<file path="config.mk">
export PLATFORM = sky130hd
export DESIGN_NAME = scl_timing_gen
export DESIGN_NICKNAME = d
export VERILOG_FILES = /design/src/rtl/scl_timing_pkg.sv /design/src/rtl/scl_len_calc.sv /design/src/rtl/scl_layer_cnt.sv /design/src/rtl/scl_timing_gen.sv
export SDC_FILE = /design/constraint.sdc
export NUM_CORES = 1
export LEC_CHECK = 0
export ABC_AREA = 1
export BUFFER_PORTS_ARGS = -buffer_cell sky130_fd_sc_hd__buf_2
export CORE_MARGIN = 2
export CORE_UTILIZATION = 50
export DETAILED_ROUTE_END_ITERATION = 16
export GPL_TIMING_DRIVEN = 0
export PLACE_DENSITY = 0.71
export SLEW_MARGIN = 20
export SYNTH_ARGS = -nofsm -noshare
export SYNTH_HDL_FRONTEND = slang
export SYNTH_SLANG_ARGS = --single-unit
</file>
<file path="constraint.sdc">
create_clock -name clk -period 4.4 [get_ports clk]
set_input_delay 0.44 -clock clk [delete_from_list [all_inputs] [get_ports clk]]
set_output_delay 0.44 -clock clk [all_outputs]
set_load 0.02 [all_outputs]
</file>
<file path="src/rtl/scl_timing_pkg.sv">
package scl_timing_pkg;

   typedef enum logic [1:0] {
      MODE_PP      = 2'd0,
      MODE_OD      = 2'd1,
      MODE_LEGACY  = 2'd2,
      MODE_LEGACY2 = 2'd3
   } scl_mode_e;

   typedef enum logic [1:0] {
      ST_IDLE = 2'd0,
      ST_LOW  = 2'd1,
      ST_HIGH = 2'd2
   } scl_state_e;

   localparam int NUM_LAYERS = 3;

   function automatic int max_of(input int a, input int b);
      return (a > b) ? a : b;
   endfunction

endpackage

</file>
<file path="src/rtl/scl_len_calc.sv">
module scl_len_calc
   import scl_timing_pkg::*;
#(
   parameter int PPB_W = 4,
   parameter int PPL_W = 4,
   parameter int ODB_W = 8,
   parameter int I2B_W = 4,
   parameter int CNT_W = 9
) (
   input  scl_mode_e                            mode,
   input  logic                                 phase_hi,
   input  logic [PPB_W-1:0]                     pp_div,
   input  logic [PPL_W-1:0]                     pp_lowext,
   input  logic [ODB_W-1:0]                     od_mult,
   input  logic                                 od_shorthi,
   input  logic [I2B_W-1:0]                     i2c_span,
   output logic [NUM_LAYERS-1:0][CNT_W-1:0]     len_o
);

   logic             is_pp;
   logic             is_od;
   logic             is_legacy;
   logic [CNT_W-1:0] base_len;
   logic [CNT_W-1:0] ext_len;
   logic [CNT_W-1:0] od_len;
   logic [CNT_W-1:0] span_lo;
   logic [CNT_W-1:0] span_hi;

   always_comb begin
      is_pp     = (mode == MODE_PP);
      is_od     = (mode == MODE_OD);
      is_legacy = (mode == MODE_LEGACY) || (mode == MODE_LEGACY2);

      // layer 0: function-clock cycles per base unit (low extension only in push-pull)
      base_len = CNT_W'(pp_div) + CNT_W'(1);
      ext_len  = (is_pp && !phase_hi) ? CNT_W'(pp_lowext) : '0;
      len_o[0] = base_len + ext_len;

      // layer 1: base units per open-drain half-period
      od_len = CNT_W'(od_mult) + CNT_W'(1);
      if (is_pp)
         len_o[1] = CNT_W'(1);
      else if (is_od && phase_hi && od_shorthi)
         len_o[1] = CNT_W'(1);
      else
         len_o[1] = od_len;

      // layer 2: open-drain half-periods per legacy phase
      span_hi = (CNT_W'(i2c_span) >> 1) + CNT_W'(1);
      span_lo = ((CNT_W'(i2c_span) + CNT_W'(1)) >> 1) + CNT_W'(1);
      if (is_legacy)
         len_o[2] = phase_hi ? span_hi : span_lo;
      else
         len_o[2] = CNT_W'(1);
   end

endmodule

</file>
<file path="src/rtl/scl_layer_cnt.sv">
module scl_layer_cnt #(
   parameter int CNT_W = 9
) (
   input  logic             clk,
   input  logic             rst_n,
   input  logic             clr,
   input  logic             step,
   input  logic [CNT_W-1:0] len,
   output logic             wrap
);

   logic [CNT_W-1:0] cnt_q;

   assign wrap = step && (cnt_q == (len - CNT_W'(1)));

   always_ff @(posedge clk) begin
      if (!rst_n)
         cnt_q <= '0;
      else if (clr)
         cnt_q <= '0;
      else if (step)
         cnt_q <= wrap ? '0 : (cnt_q + CNT_W'(1));
   end

endmodule

</file>
<file path="src/rtl/scl_timing_gen.sv">
module scl_timing_gen
   import scl_timing_pkg::*;
#(
   parameter int PPB_W = 4,
   parameter int PPL_W = 4,
   parameter int ODB_W = 8,
   parameter int I2B_W = 4
) (
   input  logic             clk,
   input  logic             rst_n,
   input  logic             run_i,
   input  logic [1:0]       mode_i,
   input  logic [PPB_W-1:0] pp_div_i,
   input  logic [PPL_W-1:0] pp_lowext_i,
   input  logic [ODB_W-1:0] od_mult_i,
   input  logic             od_shorthi_i,
   input  logic [I2B_W-1:0] i2c_span_i,
   output logic             scl_o,
   output logic             rise_stb_o,
   output logic             fall_stb_o
);

   localparam int L0_W  = max_of(PPB_W, PPL_W) + 1;
   localparam int L1_W  = ODB_W + 1;
   localparam int L2_W  = I2B_W + 1;
   localparam int CNT_W = max_of(L0_W, max_of(L1_W, L2_W));

   if (PPB_W < 1 || PPL_W < 1) begin : g_bad_pp
      $error("push-pull field widths must be at least 1");
   end
   if (ODB_W < 1 || I2B_W < 1) begin : g_bad_od
      $error("open-drain and legacy field widths must be at least 1");
   end

   // captured configuration
   scl_mode_e        mode_q;
   logic [PPB_W-1:0] pp_div_q;
   logic [PPL_W-1:0] pp_lowext_q;
   logic [ODB_W-1:0] od_mult_q;
   logic             od_shorthi_q;
   logic [I2B_W-1:0] i2c_span_q;

   scl_state_e       state_q;
   logic             rise_q;
   logic             fall_q;

   logic [NUM_LAYERS-1:0][CNT_W-1:0] layer_len;
   logic [NUM_LAYERS-1:0]            layer_step;
   logic [NUM_LAYERS-1:0]            layer_wrap;
   logic                             counting;
   logic                             cnt_clr;
   logic                             phase_end;
   logic                             cfg_load;

   assign counting  = run_i && (state_q != ST_IDLE);
   assign cnt_clr   = !run_i || (state_q == ST_IDLE);
   assign phase_end = layer_wrap[NUM_LAYERS-1];
   assign cfg_load  = (state_q == ST_IDLE) || ((state_q == ST_HIGH) && phase_end);

   scl_len_calc #(
      .PPB_W (PPB_W),
      .PPL_W (PPL_W),
      .ODB_W (ODB_W),
      .I2B_W (I2B_W),
      .CNT_W (CNT_W)
   ) u_len (
      .mode       (mode_q),
      .phase_hi   (state_q == ST_HIGH),
      .pp_div     (pp_div_q),
      .pp_lowext  (pp_lowext_q),
      .od_mult    (od_mult_q),
      .od_shorthi (od_shorthi_q),
      .i2c_span   (i2c_span_q),
      .len_o      (layer_len)
   );

   for (genvar g = 0; g < NUM_LAYERS; g++) begin : g_layer
      if (g == 0) begin : g_first
         assign layer_step[g] = counting;
      end else begin : g_chain
         assign layer_step[g] = layer_wrap[g-1];
      end

      scl_layer_cnt #(
         .CNT_W (CNT_W)
      ) u_cnt (
         .clk   (clk),
         .rst_n (rst_n),
         .clr   (cnt_clr),
         .step  (layer_step[g]),
         .len   (layer_len[g]),
         .wrap  (layer_wrap[g])
      );
   end

   always_ff @(posedge clk) begin
      if (!rst_n) begin
         mode_q       <= MODE_PP;
         pp_div_q     <= '0;
         pp_lowext_q  <= '0;
         od_mult_q    <= '0;
         od_shorthi_q <= 1'b0;
         i2c_span_q   <= '0;
      end else if (cfg_load) begin
         mode_q       <= scl_mode_e'(mode_i);
         pp_div_q     <= pp_div_i;
         pp_lowext_q  <= pp_lowext_i;
         od_mult_q    <= od_mult_i;
         od_shorthi_q <= od_shorthi_i;
         i2c_span_q   <= i2c_span_i;
      end
   end

   always_ff @(posedge clk) begin
      if (!rst_n) begin
         state_q <= ST_IDLE;
         rise_q  <= 1'b0;
         fall_q  <= 1'b0;
      end else if (!run_i) begin
         state_q <= ST_IDLE;
         rise_q  <= 1'b0;
         fall_q  <= 1'b0;
      end else begin
         rise_q <= 1'b0;
         fall_q <= 1'b0;
         unique case (state_q)
            ST_IDLE: begin
               state_q <= ST_LOW;
               fall_q  <= 1'b1;
            end
            ST_LOW: begin
               if (phase_end) begin
                  state_q <= ST_HIGH;
                  rise_q  <= 1'b1;
               end
            end
            ST_HIGH: begin
               if (phase_end) begin
                  state_q <= ST_LOW;
                  fall_q  <= 1'b1;
               end
            end
            default: state_q <= ST_IDLE;
         endcase
      end
   end

   assign scl_o      = (state_q != ST_LOW);
   assign rise_stb_o = rise_q;
   assign fall_stb_o = fall_q;

endmodule

</file>
Yosys cells after proc, flatten, opt, wreduce, memory -nomap -nowiden:

Index checks and enable logic that the tools add are counted.

* bits in registers: 54
* input port bits: 26
* word-level logic and storage cells: 69

* $add $sub $neg: 12
* equality and inequality tests: 11
* multiplexer cells: 13
* bitwise logic cells: 1
* reductions and logical operators: 20

Operator list (number)
* $mux W9: 7
* $add A9 B1 Y9 const B: 3
* $eq A9 B9 Y1: 3
* $sub A9 B1 Y9 const B: 3
* $add A8 B1 Y9 const B: 2
* $add A4 B1 Y5 const B: 2
* $add A9 B9 Y9: 1
* $logic_and A1 B1 Y1: 8
* $eq A2 B2 Y1 const B: 3
* $ne A2 B1 Y1 const B: 3
* $pmux W2 S3: 1
* $add A3 B1 Y4 const B: 1
* $eq A2 B1 Y1 const B: 2
* $logic_not A2 Y1: 2
* $mux W2: 2
* $mux W4: 1
* $reduce_and A2 Y1: 2
* $logic_or A1 B1 Y1: 3
* $reduce_and A3 Y1: 1
* $logic_not A1 Y1: 2
* $pmux W1 S2: 1
* $reduce_bool A2 Y1: 1
* $reduce_or A2 Y1: 1
* $mux W1: 1
* $not A1 Y1: 1

Depth between registers and ports, before layout:

* depth in word-level cells: 12
* depth in mapped cells: 29

Modules after synthesis:

From an unflattened synthesis, not the netlist that was laid out.

* cell total of the unflattened synthesis: 669
* area, all modules: 4191.5 µm²

Modules (own cells, without submodules)
* scl_layer_cnt: instances 3, cells each 130, area an instance 789.5 µm²
* scl_timing_gen: instances 1, cells each 171, area an instance 1227.4 µm²
* scl_len_calc: instances 1, cells each 108, area an instance 595.6 µm²

Least setup slack after synthesis:

OpenSTA, ideal clock, no wires.

* kind: reg-to-reg
* from: reg mode_q[1]
* to: reg i2c_span_q[0]
* data arrival time: 3.376 ns
* data required time: 4.336 ns
* path slack: 0.960 ns
* cell stages (with the launch flop): 25
* buffers on the path: 2
* cells stage by stage: dfxtp_1 -> inv_2 -> nand2_1 -> nor2_1 -> nand2_1 -> ha_1 -> inv_1 -> ha_1 -> inv_1 -> fa_1 -> xor2_1 -> nand2_1 -> nor2_1 -> nand3_1 -> nor2_1 -> nand3_2 -> nor2_1 -> nand3_1 -> nor2_4 -> nand2_4 -> nand2_2 -> buf_6 -> buf_12 -> a21oi_2 -> nor2_1

* longest elaborated chain between the ends: 11

RTL lines
* from (decl): line scl_timing_gen.sv:36 `scl_mode_e mode_q;`
* from (signal assigned): line scl_timing_gen.sv:105 `mode_q <= scl_mode_e'(mode_i);`
* $logic_not A2 Y1 / $eq A2 B1 Y1 (equally long branches): line scl_len_calc.sv:30, scl_len_calc.sv:31
* $logic_and A1 B1 Y1 (on tied branches): line scl_len_calc.sv:36, scl_len_calc.sv:43
* $mux W4 / $logic_and A1 B1 Y1 (equally long branches): line scl_len_calc.sv:36, scl_len_calc.sv:43
* $add A9 B9 Y9 / $mux W9 (equally long branches): line scl_len_calc.sv:37, scl_len_calc.sv:43
* $sub A9 B1 Y9 / $mux W9 (equally long branches): line scl_layer_cnt.sv:14, scl_len_calc.sv:41
* $eq A9 B9 Y1 / $sub A9 B1 Y9 (equally long branches): line scl_layer_cnt.sv:14 `assign wrap = step && (cnt_q == (len - CNT_W'(1)));`
* $logic_and A1 B1 Y1 / $eq A9 B9 Y1 (equally long branches): line scl_layer_cnt.sv:14
* $logic_and A1 B1 Y1: line scl_layer_cnt.sv:14
* $logic_and A1 B1 Y1 (*): line scl_layer_cnt.sv:14
* $logic_and A1 B1 Y1 (*): line scl_timing_gen.sv:58 `assign cfg_load = (state_q == ST_IDLE) || ((state_q == ST_HIGH) && phase_end);`
* $logic_or A1 B1 Y1 (*): line scl_timing_gen.sv:58
* to (signal assigned): line scl_timing_gen.sv:110 `i2c_span_q <= i2c_span_i;`
* to (decl): line scl_timing_gen.sv:41 `logic [I2B_W-1:0] i2c_span_q;`

Every way passes the cells marked *; elsewhere a longest branch is shown, timed or not.
A chain may end at the register's enable or synchronous reset.

Worst setup path in the final report:

* from: reg mode_q[1]
* to: reg od_mult_q[1]

* longest elaborated chain between the ends: 11

RTL lines
* $logic_not A2 Y1 / $eq A2 B1 Y1 (equally long branches): line scl_len_calc.sv:30, scl_len_calc.sv:31
* $logic_and A1 B1 Y1 (on tied branches): line scl_len_calc.sv:36, scl_len_calc.sv:43
* $mux W4 / $logic_and A1 B1 Y1 (equally long branches): line scl_len_calc.sv:36, scl_len_calc.sv:43
* $add A9 B9 Y9 / $mux W9 (equally long branches): line scl_len_calc.sv:37, scl_len_calc.sv:43
* $sub A9 B1 Y9 / $mux W9 (equally long branches): line scl_layer_cnt.sv:14, scl_len_calc.sv:41
* $eq A9 B9 Y1 / $sub A9 B1 Y9 (equally long branches): line scl_layer_cnt.sv:14
* $logic_and A1 B1 Y1 / $eq A9 B9 Y1 (equally long branches): line scl_layer_cnt.sv:14
* $logic_and A1 B1 Y1: line scl_layer_cnt.sv:14
* $logic_and A1 B1 Y1 (*): line scl_layer_cnt.sv:14
* $logic_and A1 B1 Y1 (*): line scl_timing_gen.sv:58
* $logic_or A1 B1 Y1 (*): line scl_timing_gen.sv:58
* to (signal assigned): line scl_timing_gen.sv:108 `od_mult_q <= od_mult_i;`
* to (decl): line scl_timing_gen.sv:39 `logic [ODB_W-1:0] od_mult_q;`

Marked as above.

==> qor.txt <==
Result of the run - complete, no violations
Post-synth EDFFs - 0
Count of distinct cell types in the synthesized netlist - 37
Cell Pwr Density - 257 nW/um^2
Num CTS Buffers - 5
Post-layout min period - 4.02 ns
Setup_tns - 0 ns
CTS Hold Bufs - 0
Routed length per instance - 11.6 um
Synth Warn # - 0
CTS H-Tree Depth - 2
Syn Area/Cell - 6.14 sq um
Fin crit share - 0.914
Worst path max stage delay - 0.49 ns
WS Path Type - flop to flop
Ordered cell list for the critical path - inv_2 > nand2_1 > nor2_4 > nand2_1 > ha_1 > inv_1 > ha_1 > inv_1 > fa_1 > xor2_1 > nand2_1 > nor2_1 > nand3_1 > nor2_1 > nand3_2 > nor2_1 > nand3_1 > nor2_4 > nand2_4 > nand2_2 > buf_2 > nand3_1 > nand2_1 > nor2_1
Most common cell after layout, fill and taps aside - nand2_1
Largest net degree at the start of global routing - 19
Core area - 8590 sq um
Yosys top cell by area - dfxtp_1
DIE AREA - 9480 sq um
Synth Flop Type - dfxtp_1
CP max-delay cell - fa_1
RSZ-0062 raised after global routing - no
GPL Wtd Cong - 0.898
NetSw - 0.000417 W
CP max FO - 10
Achievable Freq - 249 MHz
Worst-Skew Late Latency - 0.32 ns
Syn_nets - 758
Reg clk slew, reported paths - 0.11 ns
Number of global-route vias before repair - 3881
VDD IR max - 0.000136 V
Reg area - 1080 sq um
Critical Path Sink Type - flop
Overall Global Routing Usage - 0.213
Cells after Synth - 710
Setup violations, final - 0
Global-route wire length before repair - 17100 um
Ys async rst share - 0
CP arrival - 4.24 ns
Drt first pass iters - 5
Max Root-Sink Buffers - 2
Share of the yosys chip area belonging to registers - 0.248
# Max-Cap Violations - 0
DRC viols - 0
CTS tree - done
Top-level I/O count - 29
Vias per cell - 4.94
Die Height - 97.4 um
CP startpoint kind - flop
DR iter-0 viols - 187
Share of layout cells above drive strength 1 - 0.119
Initial Utilization - 0.507
Layout area overhead - 9.56%
Final Max Tran Viols - 0
Filler instances - 883
DP HPWL - 8040 um
# rows - 34
Mapped cell area - 4360 sq um
Sequential power share - 0.428
RR Startpoint - mode_q[1]
Antenna Nets Post-Route - 0
Worst hold path class - input pin to flop
Layout Nets - 795
Die W - 97.4 um
Synth top area cells - dfxtp_1, nand2_1, nand3_1
Clock power share - 0.290
# diodes - 0
Comb pwr share - 0.283
Int Power - 0.000811 W
Share of the synthesized area in the top cell type - 0.248
Yosys reg bits - 54
Fin. Hold Viols - 0
Initial antenna violation count - 0
Setup crit start - mode_q[1]
Via count - 4228
Worst hold path startpoint - rst_n
Most frequent cells in the layout - nand2_1, inv_1, nor2_1
Buffers on Ports - 27
Worst EP required - 4.62 ns
Switching share of power - 0.339
P_leak - 2.38 nW
Total design power - 0.00123 W
Worst slew margin - 0.653
Root buffer cell - clkbuf_8
GRT overflow - 0
CTS sink cnt - 54
Total wire length - 9970 um
Post-route clock skew - 0.0129 ns
Multi-input gate area - 2770 sq um
Worst slew pin tran - 0.516 ns
synthesized netlist by cell type, types with 2 or more instances:
master      n
a21oi_1    25
o21bai_1    2
nand2_2     8
nand3_2     2
nor2_1     99
ha_1       21
inv_2       4
xor2_1     20
nor2_4      6
nand2_1   192
nand2_4     3
buf_1       4
nor4_1      2
nand3_1    83
inv_1     108
xnor2_1     6
nor3_1     10
o21ai_0    10
nor2_2      3
a21oi_4     3
nor3b_1     3
buf_2       6
dfxtp_1    54
a21oi_2    10
nand4_1    14
critical path: cells and delay by family, from the launching register on:
family	cells	cell delay [ns]
buffers and inverters	4	0.42
adders and majority gates	3	0.93
and+or+nand+nor	16	1.95
xor gates and xnor gates	1	0.18
DFF	1	0.41
power groups by stage:
stage,sequential (W),clock (W),combinational (W)
floorplan,0.000531,0,0.000278
detailed placement,0.000536,0,0.000346
finish,0.000525,0.000356,0.000347
CTS,0.000525,0.000365,0.000347
global route,0.000527,0.000383,0.000400
global placement,0.000535,0,0.000336
cells by family (layout without fill, tap and decap cells):
group | Yosys count | in the layout | share of synthesized area
AOI/OAI and AO/OA | 52 | 52 | 0.0778
xor gates and xnor gates | 26 | 26 | 0.0522
adders and majority gates | 22 | 22 | 0.0649
buffers and inverters | 127 | 165 | 0.119
DFF | 54 | 54 | 0.248
and+or+nand+nor | 429 | 429 | 0.438
stage by stage:
stage / hold slack (ns) / worst slack, ns / utilization / area (sq um) / cells
final: 0.396 / 0.380 / 0.556 / 4780 / 856
after floorplan: 0.440 / 0.960 / - / 4360 / 710
after global placement: 0.460 / 0.269 / 0.539 / 4630 / 845
after CTS: 0.388 / 0.245 / 0.552 / 4750 / 853
after global routing: 0.405 / 0.0483 / 0.556 / 4780 / 856
after detailed placement: 0.465 / 0.265 / 0.539 / 4630 / 845
final cells by class:
type | count | area share
timing repair buffer | 30 | 0.0330
clock inverter | 3 | 0.00996
multi-input combinational | 529 | 0.579
tap | 108 | 0.0283
inverter | 113 | 0.0888
buffer | 14 | 0.0199
sequential | 54 | 0.226
clock buffer | 5 | 0.0144
repair_timing:
item	4_1_cts	5_1_grt
gates resized for setup	0	2
setup buffers	0	3
setup endpoints to repair	0	24
path summary, 6_finish.rpt:
kind	slack [ns]	end	cells past startpoint
max	0.38	od_mult_q[1]	24
min reg2reg	0.48	g_layer[0].u_cnt.cnt_q[0]	1
max reg2reg	0.38	od_mult_q[1]	24
min	0.40	pp_div_q[1]	3
routing by layer:
layer	up-vias	wire, um	global-route usage
met5	-	0	0
met4	0	215	0.0855
met3	14	326	0.0295
met2	76	4500	0.347
met1	1847	4930	0.285
li1	2291	-	-
sequential cells by signal, indices dropped and copies added (netlist names):
name,cells
mode_q,2
rise_stb_o,1
state_q,2
pp_div_q,4
od_mult_q,8
fall_stb_o,1
i2c_span_q,4
od_shorthi_q,1
g_layer.u_cnt.cnt_q,27
pp_lowext_q,4
(Power assumes the default switching activity.)
